### src/rtl/usb_epm_pkg.sv
// Package: shared types and mode constants for the endpoint mode controller.
// Assumes a 4-bit mode encoding whose values are fixed by the handshake rules.
package usb_epm_pkg;

    localparam int MODE_W = 4;

    typedef enum logic [1:0] {
        TOK_SETUP = 2'd0,
        TOK_IN    = 2'd1,
        TOK_OUT   = 2'd2,
        TOK_NONE  = 2'd3
    } tok_kind_e;

    typedef enum logic [2:0] {
        RSP_IGNORE  = 3'd0,
        RSP_ACCEPT  = 3'd1,
        RSP_ACK     = 3'd2,
        RSP_NAK     = 3'd3,
        RSP_STALL   = 3'd4,
        RSP_TX_ZERO = 3'd5,
        RSP_TX_DATA = 3'd6
    } rsp_e;

    // Answer plan of one mode for each token kind.
    typedef struct packed {
        rsp_e setup_rsp;
        rsp_e in_rsp;
        rsp_e out_rsp;
    } mode_plan_t;

    localparam logic [MODE_W-1:0] M_OFF          = 4'b0000;
    localparam logic [MODE_W-1:0] M_NAK_BOTH     = 4'b0001;
    localparam logic [MODE_W-1:0] M_STAT_OUT     = 4'b0010;
    localparam logic [MODE_W-1:0] M_STALL_BOTH   = 4'b0011;
    localparam logic [MODE_W-1:0] M_QUIET_BOTH   = 4'b0100;
    localparam logic [MODE_W-1:0] M_RSVD_A       = 4'b0101;
    localparam logic [MODE_W-1:0] M_STAT_IN      = 4'b0110;
    localparam logic [MODE_W-1:0] M_RSVD_B       = 4'b0111;
    localparam logic [MODE_W-1:0] M_NAK_OUT      = 4'b1000;
    localparam logic [MODE_W-1:0] M_ACK_OUT      = 4'b1001;
    localparam logic [MODE_W-1:0] M_NAKO_STATI   = 4'b1010;
    localparam logic [MODE_W-1:0] M_ACKO_NAKI    = 4'b1011;
    localparam logic [MODE_W-1:0] M_NAK_IN       = 4'b1100;
    localparam logic [MODE_W-1:0] M_ACK_IN       = 4'b1101;
    localparam logic [MODE_W-1:0] M_NAKI_STATO   = 4'b1110;
    localparam logic [MODE_W-1:0] M_ACKI_STATO   = 4'b1111;

endpackage

### src/rtl/epm_mode_table.sv
// Module: combinational decode of a mode into its answer plan.
// Assumes SETUP is only meaningful on control endpoints; reserved modes stay silent.
module epm_mode_table
    import usb_epm_pkg::*;
(
    input  logic [MODE_W-1:0] mode,
    input  logic              is_ctrl,
    output mode_plan_t        plan
);

    mode_plan_t raw_plan;

    // Map each mode to its SETUP/IN/OUT answers.
    always_comb begin
        raw_plan = '{setup_rsp: RSP_IGNORE, in_rsp: RSP_IGNORE, out_rsp: RSP_IGNORE};
        unique case (mode)
            M_NAK_BOTH:   raw_plan = '{setup_rsp: RSP_ACCEPT, in_rsp: RSP_NAK,     out_rsp: RSP_NAK};
            M_STAT_OUT:   raw_plan = '{setup_rsp: RSP_ACCEPT, in_rsp: RSP_STALL,   out_rsp: RSP_ACK};
            M_STALL_BOTH: raw_plan = '{setup_rsp: RSP_ACCEPT, in_rsp: RSP_STALL,   out_rsp: RSP_STALL};
            M_QUIET_BOTH: raw_plan = '{setup_rsp: RSP_ACCEPT, in_rsp: RSP_IGNORE,  out_rsp: RSP_IGNORE};
            M_STAT_IN:    raw_plan = '{setup_rsp: RSP_ACCEPT, in_rsp: RSP_TX_ZERO, out_rsp: RSP_STALL};
            M_NAK_OUT:    raw_plan = '{setup_rsp: RSP_IGNORE, in_rsp: RSP_IGNORE,  out_rsp: RSP_NAK};
            M_ACK_OUT:    raw_plan = '{setup_rsp: RSP_IGNORE, in_rsp: RSP_IGNORE,  out_rsp: RSP_ACK};
            M_NAKO_STATI: raw_plan = '{setup_rsp: RSP_ACCEPT, in_rsp: RSP_TX_ZERO, out_rsp: RSP_NAK};
            M_ACKO_NAKI:  raw_plan = '{setup_rsp: RSP_ACCEPT, in_rsp: RSP_NAK,     out_rsp: RSP_ACK};
            M_NAK_IN:     raw_plan = '{setup_rsp: RSP_IGNORE, in_rsp: RSP_NAK,     out_rsp: RSP_IGNORE};
            M_ACK_IN:     raw_plan = '{setup_rsp: RSP_IGNORE, in_rsp: RSP_TX_DATA, out_rsp: RSP_IGNORE};
            M_NAKI_STATO: raw_plan = '{setup_rsp: RSP_ACCEPT, in_rsp: RSP_NAK,     out_rsp: RSP_ACK};
            M_ACKI_STATO: raw_plan = '{setup_rsp: RSP_ACCEPT, in_rsp: RSP_TX_DATA, out_rsp: RSP_ACK};
            default:      raw_plan = '{setup_rsp: RSP_IGNORE, in_rsp: RSP_IGNORE,  out_rsp: RSP_IGNORE};
        endcase
    end

    // Non-control endpoints never take SETUP.
    always_comb begin
        plan = raw_plan;
        if (!is_ctrl) plan.setup_rsp = RSP_IGNORE;
    end

endmodule

### src/rtl/epm_mode_reg.sv
// Module: mode and stall-flag register with the automatic step after an ACK.
// Assumes ack_done refers to the most recent token seen before that cycle;
// a firmware write wins over an automatic step in the same cycle.
module epm_mode_reg
    import usb_epm_pkg::*;
(
    input  logic              clk,
    input  logic              rst_n,
    input  logic              fw_we,
    input  logic [MODE_W-1:0] fw_mode,
    input  logic              fw_stall,
    input  logic              tok_valid,
    input  tok_kind_e         tok_kind,
    input  logic              ack_done,
    input  logic              is_ctrl,
    output logic [MODE_W-1:0] mode_q,
    output logic              stall_q
);

    tok_kind_e         last_kind_q;
    logic [MODE_W-1:0] step_mode;
    logic              step_hit;

    // Work out the follow-on mode for an ACK of the last token.
    always_comb begin
        step_mode = mode_q;
        step_hit  = 1'b0;
        if (ack_done) begin
            unique case (last_kind_q)
                TOK_SETUP: begin
                    if (is_ctrl && (mode_q != M_OFF)) begin
                        step_mode = M_NAK_BOTH;
                        step_hit  = 1'b1;
                    end
                end
                TOK_OUT: begin
                    if (mode_q == M_ACKO_NAKI) begin
                        step_mode = M_NAK_BOTH;
                        step_hit  = 1'b1;
                    end else if (mode_q == M_ACK_OUT) begin
                        step_mode = M_NAK_OUT;
                        step_hit  = 1'b1;
                    end
                end
                TOK_IN: begin
                    if (mode_q == M_ACK_IN) begin
                        step_mode = M_NAK_IN;
                        step_hit  = 1'b1;
                    end else if (mode_q == M_ACKI_STATO) begin
                        step_mode = M_NAKI_STATO;
                        step_hit  = 1'b1;
                    end
                end
                default: begin
                    step_mode = mode_q;
                    step_hit  = 1'b0;
                end
            endcase
        end
    end

    // Load from firmware first, otherwise apply the automatic step.
    always_ff @(posedge clk) begin
        if (!rst_n) begin
            mode_q  <= M_OFF;
            stall_q <= 1'b0;
        end else if (fw_we) begin
            mode_q  <= fw_mode;
            stall_q <= fw_stall;
        end else if (step_hit) begin
            mode_q  <= step_mode;
        end
    end

    // Remember which token kind an upcoming ACK belongs to.
    always_ff @(posedge clk) begin
        if (!rst_n)         last_kind_q <= TOK_NONE;
        else if (tok_valid) last_kind_q <= tok_kind;
    end

    AST_SETUP_FORCE: assert property (@(posedge clk) disable iff (!rst_n)
        (ack_done && !fw_we && is_ctrl && last_kind_q == TOK_SETUP && mode_q != M_OFF)
        |=> (mode_q == M_NAK_BOTH));
    AST_OUT_ONESHOT: assert property (@(posedge clk) disable iff (!rst_n)
        (ack_done && !fw_we && last_kind_q == TOK_OUT && mode_q == M_ACK_OUT)
        |=> (mode_q == M_NAK_OUT));
    AST_IN_ONESHOT: assert property (@(posedge clk) disable iff (!rst_n)
        (ack_done && !fw_we && last_kind_q == TOK_IN && mode_q == M_ACKI_STATO)
        |=> (mode_q == M_NAKI_STATO));
    AST_FW_WINS: assert property (@(posedge clk) disable iff (!rst_n)
        fw_we |=> (mode_q == $past(fw_mode) && stall_q == $past(fw_stall)));

endmodule

### src/rtl/epm_resp_stage.sv
// Module: picks the answer for the current token, applies the stall override
// and registers the result. Assumes the plan reflects the mode in the token cycle.
module epm_resp_stage
    import usb_epm_pkg::*;
#(
    parameter int CNT_W = 4
) (
    input  logic             clk,
    input  logic             rst_n,
    input  mode_plan_t       plan,
    input  logic             tok_valid,
    input  tok_kind_e        tok_kind,
    input  logic             stall_bit,
    input  logic             is_ctrl,
    input  logic [CNT_W-1:0] tx_count,
    output logic             rsp_valid_q,
    output rsp_e             rsp_code_q,
    output logic [CNT_W-1:0] rsp_len_q
);

    rsp_e picked;
    rsp_e final_rsp;

    // Select the plan entry for this token kind.
    always_comb begin
        unique case (tok_kind)
            TOK_SETUP: picked = plan.setup_rsp;
            TOK_IN:    picked = plan.in_rsp;
            TOK_OUT:   picked = plan.out_rsp;
            default:   picked = RSP_IGNORE;
        endcase
    end

    // On non-control endpoints the stall flag replaces any non-silent answer.
    always_comb begin
        final_rsp = picked;
        if (!is_ctrl && stall_bit && (picked != RSP_IGNORE)) final_rsp = RSP_STALL;
    end

    // Register the answer so it appears one cycle after the token.
    always_ff @(posedge clk) begin
        if (!rst_n) begin
            rsp_valid_q <= 1'b0;
            rsp_code_q  <= RSP_IGNORE;
            rsp_len_q   <= '0;
        end else begin
            rsp_valid_q <= tok_valid;
            rsp_code_q  <= tok_valid ? final_rsp : RSP_IGNORE;
            rsp_len_q   <= (tok_valid && final_rsp == RSP_TX_DATA) ? tx_count : '0;
        end
    end

    AST_RSP_FOLLOWS: assert property (@(posedge clk) disable iff (!rst_n)
        tok_valid |=> rsp_valid_q);
    AST_RSP_NO_SPURIOUS: assert property (@(posedge clk) disable iff (!rst_n)
        !tok_valid |=> !rsp_valid_q);
    AST_STALL_OVERRIDE: assert property (@(posedge clk) disable iff (!rst_n)
        (tok_valid && !is_ctrl && stall_bit && picked != RSP_IGNORE)
        |=> (rsp_code_q == RSP_STALL));
    AST_LEN_ONLY_DATA: assert property (@(posedge clk) disable iff (!rst_n)
        (rsp_valid_q && rsp_code_q != RSP_TX_DATA) |-> (rsp_len_q == '0));

endmodule

### src/rtl/usb_ep_mode_ctrl.sv
// Module: top of the endpoint mode handshake controller. Connects the mode
// register, the mode decode and the registered answer stage.
// Assumes one token strobe per transaction and ack_done only after its token.
module usb_ep_mode_ctrl
    import usb_epm_pkg::*;
#(
    parameter int CNT_W = 4
) (
    input  logic             clk,
    input  logic             rst_n,
    input  logic             fw_we,
    input  logic [3:0]       fw_mode,
    input  logic             fw_stall,
    input  logic             ep_is_ctrl,
    input  logic [CNT_W-1:0] tx_count,
    input  logic             tok_valid,
    input  logic [1:0]       tok_kind,
    input  logic             ack_done,
    output logic             rsp_valid,
    output logic [2:0]       rsp_code,
    output logic [CNT_W-1:0] rsp_len,
    output logic [3:0]       ep_mode,
    output logic             ep_stall
);

    tok_kind_e         kind_e;
    mode_plan_t        plan;
    rsp_e              code_e;
    logic [MODE_W-1:0] mode_w;
    logic              stall_w;

    assign kind_e = tok_kind_e'(tok_kind);

    epm_mode_reg u_mode (
        .clk       (clk),
        .rst_n     (rst_n),
        .fw_we     (fw_we),
        .fw_mode   (fw_mode),
        .fw_stall  (fw_stall),
        .tok_valid (tok_valid),
        .tok_kind  (kind_e),
        .ack_done  (ack_done),
        .is_ctrl   (ep_is_ctrl),
        .mode_q    (mode_w),
        .stall_q   (stall_w)
    );

    epm_mode_table u_table (
        .mode    (mode_w),
        .is_ctrl (ep_is_ctrl),
        .plan    (plan)
    );

    epm_resp_stage #(.CNT_W(CNT_W)) u_resp (
        .clk         (clk),
        .rst_n       (rst_n),
        .plan        (plan),
        .tok_valid   (tok_valid),
        .tok_kind    (kind_e),
        .stall_bit   (stall_w),
        .is_ctrl     (ep_is_ctrl),
        .tx_count    (tx_count),
        .rsp_valid_q (rsp_valid),
        .rsp_code_q  (code_e),
        .rsp_len_q   (rsp_len)
    );

    assign rsp_code = code_e;
    assign ep_mode  = mode_w;
    assign ep_stall = stall_w;

    AST_SILENT_MODES: assert property (@(posedge clk) disable iff (!rst_n)
        (tok_valid && (mode_w == M_OFF || mode_w == M_RSVD_A || mode_w == M_RSVD_B))
        |=> (rsp_code == 3'd0));
    AST_SETUP_NONCTRL: assert property (@(posedge clk) disable iff (!rst_n)
        (tok_valid && kind_e == TOK_SETUP && !ep_is_ctrl)
        |=> (rsp_code == 3'd0));

endmodule

### config.mk
export PLATFORM = sky130hd
export DESIGN_NAME = usb_ep_mode_ctrl
export DESIGN_NICKNAME = d
export VERILOG_FILES = /design/src/rtl/usb_epm_pkg.sv /design/src/rtl/epm_mode_table.sv /design/src/rtl/epm_mode_reg.sv /design/src/rtl/epm_resp_stage.sv /design/src/rtl/usb_ep_mode_ctrl.sv
export SDC_FILE = /design/constraint.sdc
export NUM_CORES = 1
export LEC_CHECK = 0
export BUFFER_PORTS_ARGS = -buffer_cell sky130_fd_sc_hd__buf_2
export CORE_MARGIN = 1
export CORE_UTILIZATION = 59
export CTS_BUF_LIST = sky130_fd_sc_hd__clkbuf_8
export DETAILED_ROUTE_END_ITERATION = 8
export GPL_TIMING_DRIVEN = 0
export PLACE_DENSITY = 0.87
export RECOVER_POWER = 100
export SYNTH_ARGS = -nofsm -noshare
export SYNTH_HDL_FRONTEND = slang
export SYNTH_SLANG_ARGS = --single-unit
### constraint.sdc
create_clock -name clk -period 6.6 [get_ports clk]
set_input_delay 0.66 -clock clk [delete_from_list [all_inputs] [get_ports clk]]
set_output_delay 0.66 -clock clk [all_outputs]
set_load 0.02 [all_outputs]
---- Word level (Yosys, flattened, before mapping) ----
Memories as Yosys holds them, arrays and structs flattened. A register that Yosys moved wholly into a read port is not among the register bits.
Cells that the tools add are included.
word-level totals
  register bits ........................... 15
  ROM bits ................................ 112
  output and inout bits ................... 13
  memories ................................ 1
memories
  name             depth  width  read ports  clocked after memory_dff  wr ports  line                  RTL
  (no name shown)  16     7      1           1                         0         epm_mode_table.sv:16  unique case (mode)
operators by class
  eq/ne operators ......................... 12
  multiplexer cells ....................... 21
  reductions and logical operators ........ 15
operator list
  kind                                                                      count
  4-bit two-way mux                                                         10
  4-bit equality test (second input constant)                               4
  4-bit one-hot mux with 3 select lines                                     1
  3-bit one-hot mux with 3 select lines                                     1
  4-bit by 2-bit inequality test with 1-bit output (second input constant)  2
  4-bit nonzero test                                                        2
  1-bit two-way mux                                                         6
  3-bit two-way mux                                                         2
  6-bit AND reduction                                                       1
  2-bit by 1-bit equality test with 1-bit output (second input constant)    2
  2-bit equality test (second input constant)                               2
  1-bit logical AND                                                         4
  2-bit zero test                                                           2
  2-bit AND reduction                                                       2
  2-bit nonzero test                                                        2
  3-bit equality test (second input constant)                               1
  3-bit by 2-bit inequality test with 1-bit output (second input constant)  1
  1-bit one-hot mux with 3 select lines                                     1
  3-bit nonzero test                                                        1
  1-bit zero test                                                           1

---- Logic depth before layout (Yosys ltp) ----
  word-level depth ........................ 9
  gate-level depth with buffers ........... 10
  mapped depth without buffers ............ 10

---- By module ----
A second synthesis with hierarchy kept.
second synthesis, totals
  cell total of the unflattened synthesis .. 115
  area, all modules ....................... 1087.3 µm²
by module, submodules not included
  module          instances  cells an instance  area each (µm²)
  epm_mode_reg    1          52                 499.2
  epm_resp_stage  1          31                 331.6
  epm_mode_table  1          32                 256.5

---- Worst setup path before layout ----
No wires, ideal clock.
  path type ............................... input to register
  start ................................... input port ack_done
  end ..................................... register, netlist name u_table.raw_plan[6]
  library setup time ...................... 0.067 ns
  arrival time ............................ 2.464 ns
  slack ................................... 4.069 ns
  stages .................................. 8
  buffers on the path ..................... 0
  path through ............................ nand2b_1 -> nor4_1 -> nand2_1 -> a221oi_1 -> inv_1 -> ha_1 -> mux2_4 -> o21ai_2
on the way
  word-level cells in the longest chain between the ends .. 5
ends and longest elaborated chain
  what                                               line                    RTL
  start, declared                                    usb_ep_mode_ctrl.sv:18  input logic ack_done,
  1-bit two-way mux                                  epm_mode_reg.sv:28      if (ack_done) begin
  2-bit nonzero test (no source line)                --
  6-bit AND reduction (no source line) *             --
  4-bit two-way mux (no source line) * (2 in a row)  --
Mark *: on every way between the ends. The rest lies on a longest branch, timed or not.
A chain may end at the register's enable or synchronous reset.

---- Worst setup path after layout ----
  start ................................... register u_mode.last_kind_q[0]
  end ..................................... register, netlist name u_table.raw_plan[5]
on the way
  word-level cells in the longest chain between the ends .. 7
ends and longest elaborated chain
  what                                                                                            line                RTL
  start, declared                                                                                 epm_mode_reg.sv:20  tok_kind_e last_kind_q;
  start signal, assigned                                                                          epm_mode_reg.sv:78  else if (tok_valid) last_kind_q <= tok_kind;
  2-bit by 1-bit equality test with 1-bit output (tied with other cells)                          epm_mode_reg.sv:29  unique case (last_kind_q)
  1-bit one-hot mux with 3 select lines or 4-bit one-hot mux with 3 select lines (tied branches)  epm_mode_reg.sv:29
  1-bit two-way mux or 4-bit two-way mux (tied branches)                                          epm_mode_reg.sv:28
  2-bit nonzero test (no source line) or 4-bit two-way mux (tied branches)                        --
  6-bit AND reduction (no source line) or 4-bit two-way mux (tied branches)                       --
  4-bit two-way mux (no source line) * (2 in a row)                                               --
Mark *: on every way between the ends. The rest lies on a longest branch, timed or not. The select of a mux whose other input is x is not followed.

==> flow_summary.json <==
{
  "status": "complete, no violations",
  "seqPwrFrac_pct": 44.7,
  "io_pins": 30,
  "grt_pass1_vias": 914,
  "drtPass1Iterations": 5,
  "cts_root_buffer": "clkbuf_8",
  "critPathArrivalTime_ns": 3.32,
  "finalMaxSlewViolations": 0,
  "ys.flop_type": "dfxtp_1",
  "layout_common_cells": "dfxtp_1, clkbuf_1, buf_2, nand2_1, ha_1",
  "drive_gt1_share_pct": 13.0,
  "cp-start-kind": "flop",
  "post_cts_buffers": 0,
  "rsz0062_at_grt": "false",
  "layout_commonest_cell": "dfxtp_1",
  "critPathRequiredTime_ns": 6.69,
  "clk_pin_slew_ns": 0.08,
  "min_path_type": "flop to flop",
  "post-route-period-util_pct": 48.9,
  "cts_hold_buffers": 0,
  "vias": 1079,
  "core_area_um2": 1940,
  "grt.overflow.total": 0,
  "ctsResizeCount": 0,
  "cts_htree_levels": 1,
  "placement.cell_area_um2": 1390,
  "antennaDiodeCount": 0,
  "fin_crit_ns": 3.23,
  "drtIter0Drc": 36,
  "dp.cells": 184,
  "async_reset_ff_share_pct": 0,
  "syn_inst": 129,
  "max_clock_freq_mhz": 310,
  "finalHoldViolations": 0,
  "grt_max_degree": 14,
  "crit_fanout": 7,
  "maxSlewHeadroom_pct": 38.2,
  "p_int_mw": 0.246,
  "die_area_um2": 2250,
  "power.static_leakage_nw": 0.610,
  "tightest_slew_ns": 0.917,
  "swShare_pct": 25.5,
  "syn_area_um2": 1220,
  "maxCapViolations": 0,
  "drc": 0,
  "nets": 189,
  "p_switching_mw": 0.0842,
  "nFillCells": 161,
  "ys_types": 40,
  "stdcell_count": 188,
  "ys_ff_latch": 22,
  "place_hpwl_um": 1940,
  "cts_made_buffers": 3,
  "grt_usage_pct": 25.2,
  "antenna_found_initial": 0,
  "postRouteAntennaNets": 0,
  "path_buf_inv": 2,
  "routedWlPerCell_um": 13.9,
  "power_density_nw_per_um2": 232,
  "port_buffers": 28,
  "num_rows": 16,
  "start_util_pct": 62.6,
  "ys_seq_area_share_pct": 36.2,
  "finClkSkew_ns": 0.00937,
  "setup_viol": 0,
  "die-width_um": 47.4,
  "p_comb_share_pct": 17.4,
  "crit_type": "flop to flop",
  "synth_edf_count": 0,
  "slowest_delay_ns": 0.66,
  "grt_pass1_wl_um": 3870,
  "hold_slack_ns": 0.543,
  "areaGrowthSynthToFinish_pct": 17.2,
  "crit_family": "simple AND/OR/NAND/NOR gates",
  "insertion_delay_ns": 0.27,
  "ir_drop_mv": 0.133,
  "syn_nets": 156,
  "die_h_um": 47.4,
  "pwr-share-clk_pct": 37.9,
  "totalWireLength_um": 2620,
  "yosys_warnings": 0,
  "avgSynthCellArea_um2": 9.43,
  "crit_path_end_kind": "flop",
  "fin_setup_tns_ns": 0,
  "clkSinkCount": 22,
  "gp_congestion": 0.867,
  "vias_per_cell": 5.74,
  "crit_chain": "inv_1 -> ha_1 -> nor2b_1 -> nor4_1 -> a21oi_1 -> mux2i_1 -> inv_1 -> ha_1 -> mux2i_1 -> o32ai_1",
  "final_area_um2": 1430,
  "crit_slowest_cell": "nor4_1",
  "cts_buffer_depth": 2,
  "cts_tree": "built",
  "fin_util_pct": 73.4
}
[layer usage]
layer  part of all wire, %  routed length, um  up-vias  track usage (%)
met5                     0                  0        -                0
met4                   1.8                 46        0             12.0
met3                   4.9                129        5             5.38
met2                    50               1310       47             41.9
met1                    43               1130      499             30.6
li1                      -                  -      528                -
[cells by family (layout without fill, tap and decap cells)]
kind of cell	after synthesis	in the layout	synth area share, %
and+or+nand+nor	47	47	21.0
AOI/OAI and AO/OA	29	29	19.7
DFF	22	22	36.2
muxes	11	11	9.57
adders and majority gates	10	10	10.3
buffers and inverters	10	42	3.29
[path summary, 6_finish.rpt]
check / cells past startpoint / slack (ns) / end / start
max reg2reg: 10 / 3.37 / u_table.raw_plan[5]$_DFF_P_ / u_mode.last_kind_q[0]$_SDFFE_PN1P_
min reg2reg: 2 / 0.54 / u_resp.rsp_code_q[1]$_SDFF_PN0_ / u_table.raw_plan[1]$_DFF_P_
min: 2 / 0.54 / u_resp.rsp_code_q[1]$_SDFF_PN0_ / u_table.raw_plan[1]$_DFF_P_
max: 10 / 3.37 / u_table.raw_plan[5]$_DFF_P_ / u_mode.last_kind_q[0]$_SDFFE_PN1P_
[power groups by stage]
| stage | clock network, mW | registers, mW | logic (mW) |
|---|---|---|---|
| 2_1_floorplan | 0 | 0.153 | 0.0382 |
| 3_3_place_gp | 0 | 0.150 | 0.0560 |
| 3_5_place_dp | 0 | 0.151 | 0.0585 |
| 4_1_cts | 0.127 | 0.147 | 0.0597 |
| 5_1_grt | 0.133 | 0.149 | 0.0623 |
| 6_report | 0.125 | 0.148 | 0.0576 |
[worst reg2reg max path, cell delays in order, from the launching register on]
cell and delay, ns:
dfxtp_1 0.37, inv_1 0.09, ha_1 0.24, nor2b_1 0.15, nor4_1 0.66, a21oi_1 0.31
mux2i_1 0.50, inv_1 0.16, ha_1 0.26, mux2i_1 0.19, o32ai_1 0.11
[metrics by stage]
step | worst slack (ns) | power [mW]
6_report | 3.37 | 0.330
5_1_grt | 3.17 | 0.344
4_1_cts | 3.47 | 0.334
3_5_place_dp | 3.47 | 0.209
3_3_place_gp | 3.59 | 0.206
2_1_floorplan | 4.07 | 0.191
[cells in the mapped netlist (2+ instances only)]
| master | instances | area (um^2) |
|---|---|---|
| and2_1 | 6 | 37.5 |
| a211oi_1 | 2 | 15.0 |
| ha_1 | 10 | 125 |
| nand2_1 | 12 | 45.0 |
| a221oi_1 | 2 | 17.5 |
| buf_2 | 2 | 10.0 |
| nand2b_1 | 5 | 31.3 |
| dfxtp_1 | 22 | 440 |
| mux2i_1 | 9 | 90.1 |
| o22ai_1 | 2 | 12.5 |
| nor3_1 | 2 | 10.0 |
| a22oi_1 | 2 | 15.0 |
| nor2_1 | 8 | 30.0 |
| inv_1 | 7 | 26.3 |
| a21o_1 | 2 | 15.0 |
| nor2b_1 | 4 | 25.0 |
| a21oi_1 | 5 | 25.0 |
| o211ai_1 | 3 | 22.5 |
| nor4_1 | 2 | 12.5 |
| nor4b_1 | 2 | 17.5 |
[sequential cells by signal, summed over array words and instances, names as in the netlist]
| register | cells |
|---|---|
| u_table.raw_plan | 7 |
| u_mode.mode_q | 4 |
| u_resp.rsp_len_q | 4 |
| u_resp.rsp_code_q | 3 |
| u_mode.last_kind_q | 2 |
| u_mode.stall_q | 1 |
| u_resp.rsp_valid_q | 1 |
[area by class of cell]
cell class / count / area (um^2) / area share, %
Buffer: 3 / 11.3 / 0.790
Timing Repair Buffer: 28 / 121 / 8.52
Tap cell: 27 / 33.8 / 2.37
Multi-Input combinational cell: 97 / 721 / 50.6
Clock buffer: 3 / 41.3 / 2.90
Inverter: 7 / 26.3 / 1.84
Clock inverter: 1 / 30.0 / 2.11
Sequential cell: 22 / 440 / 30.9
Power figures use the tool's default switching activity.
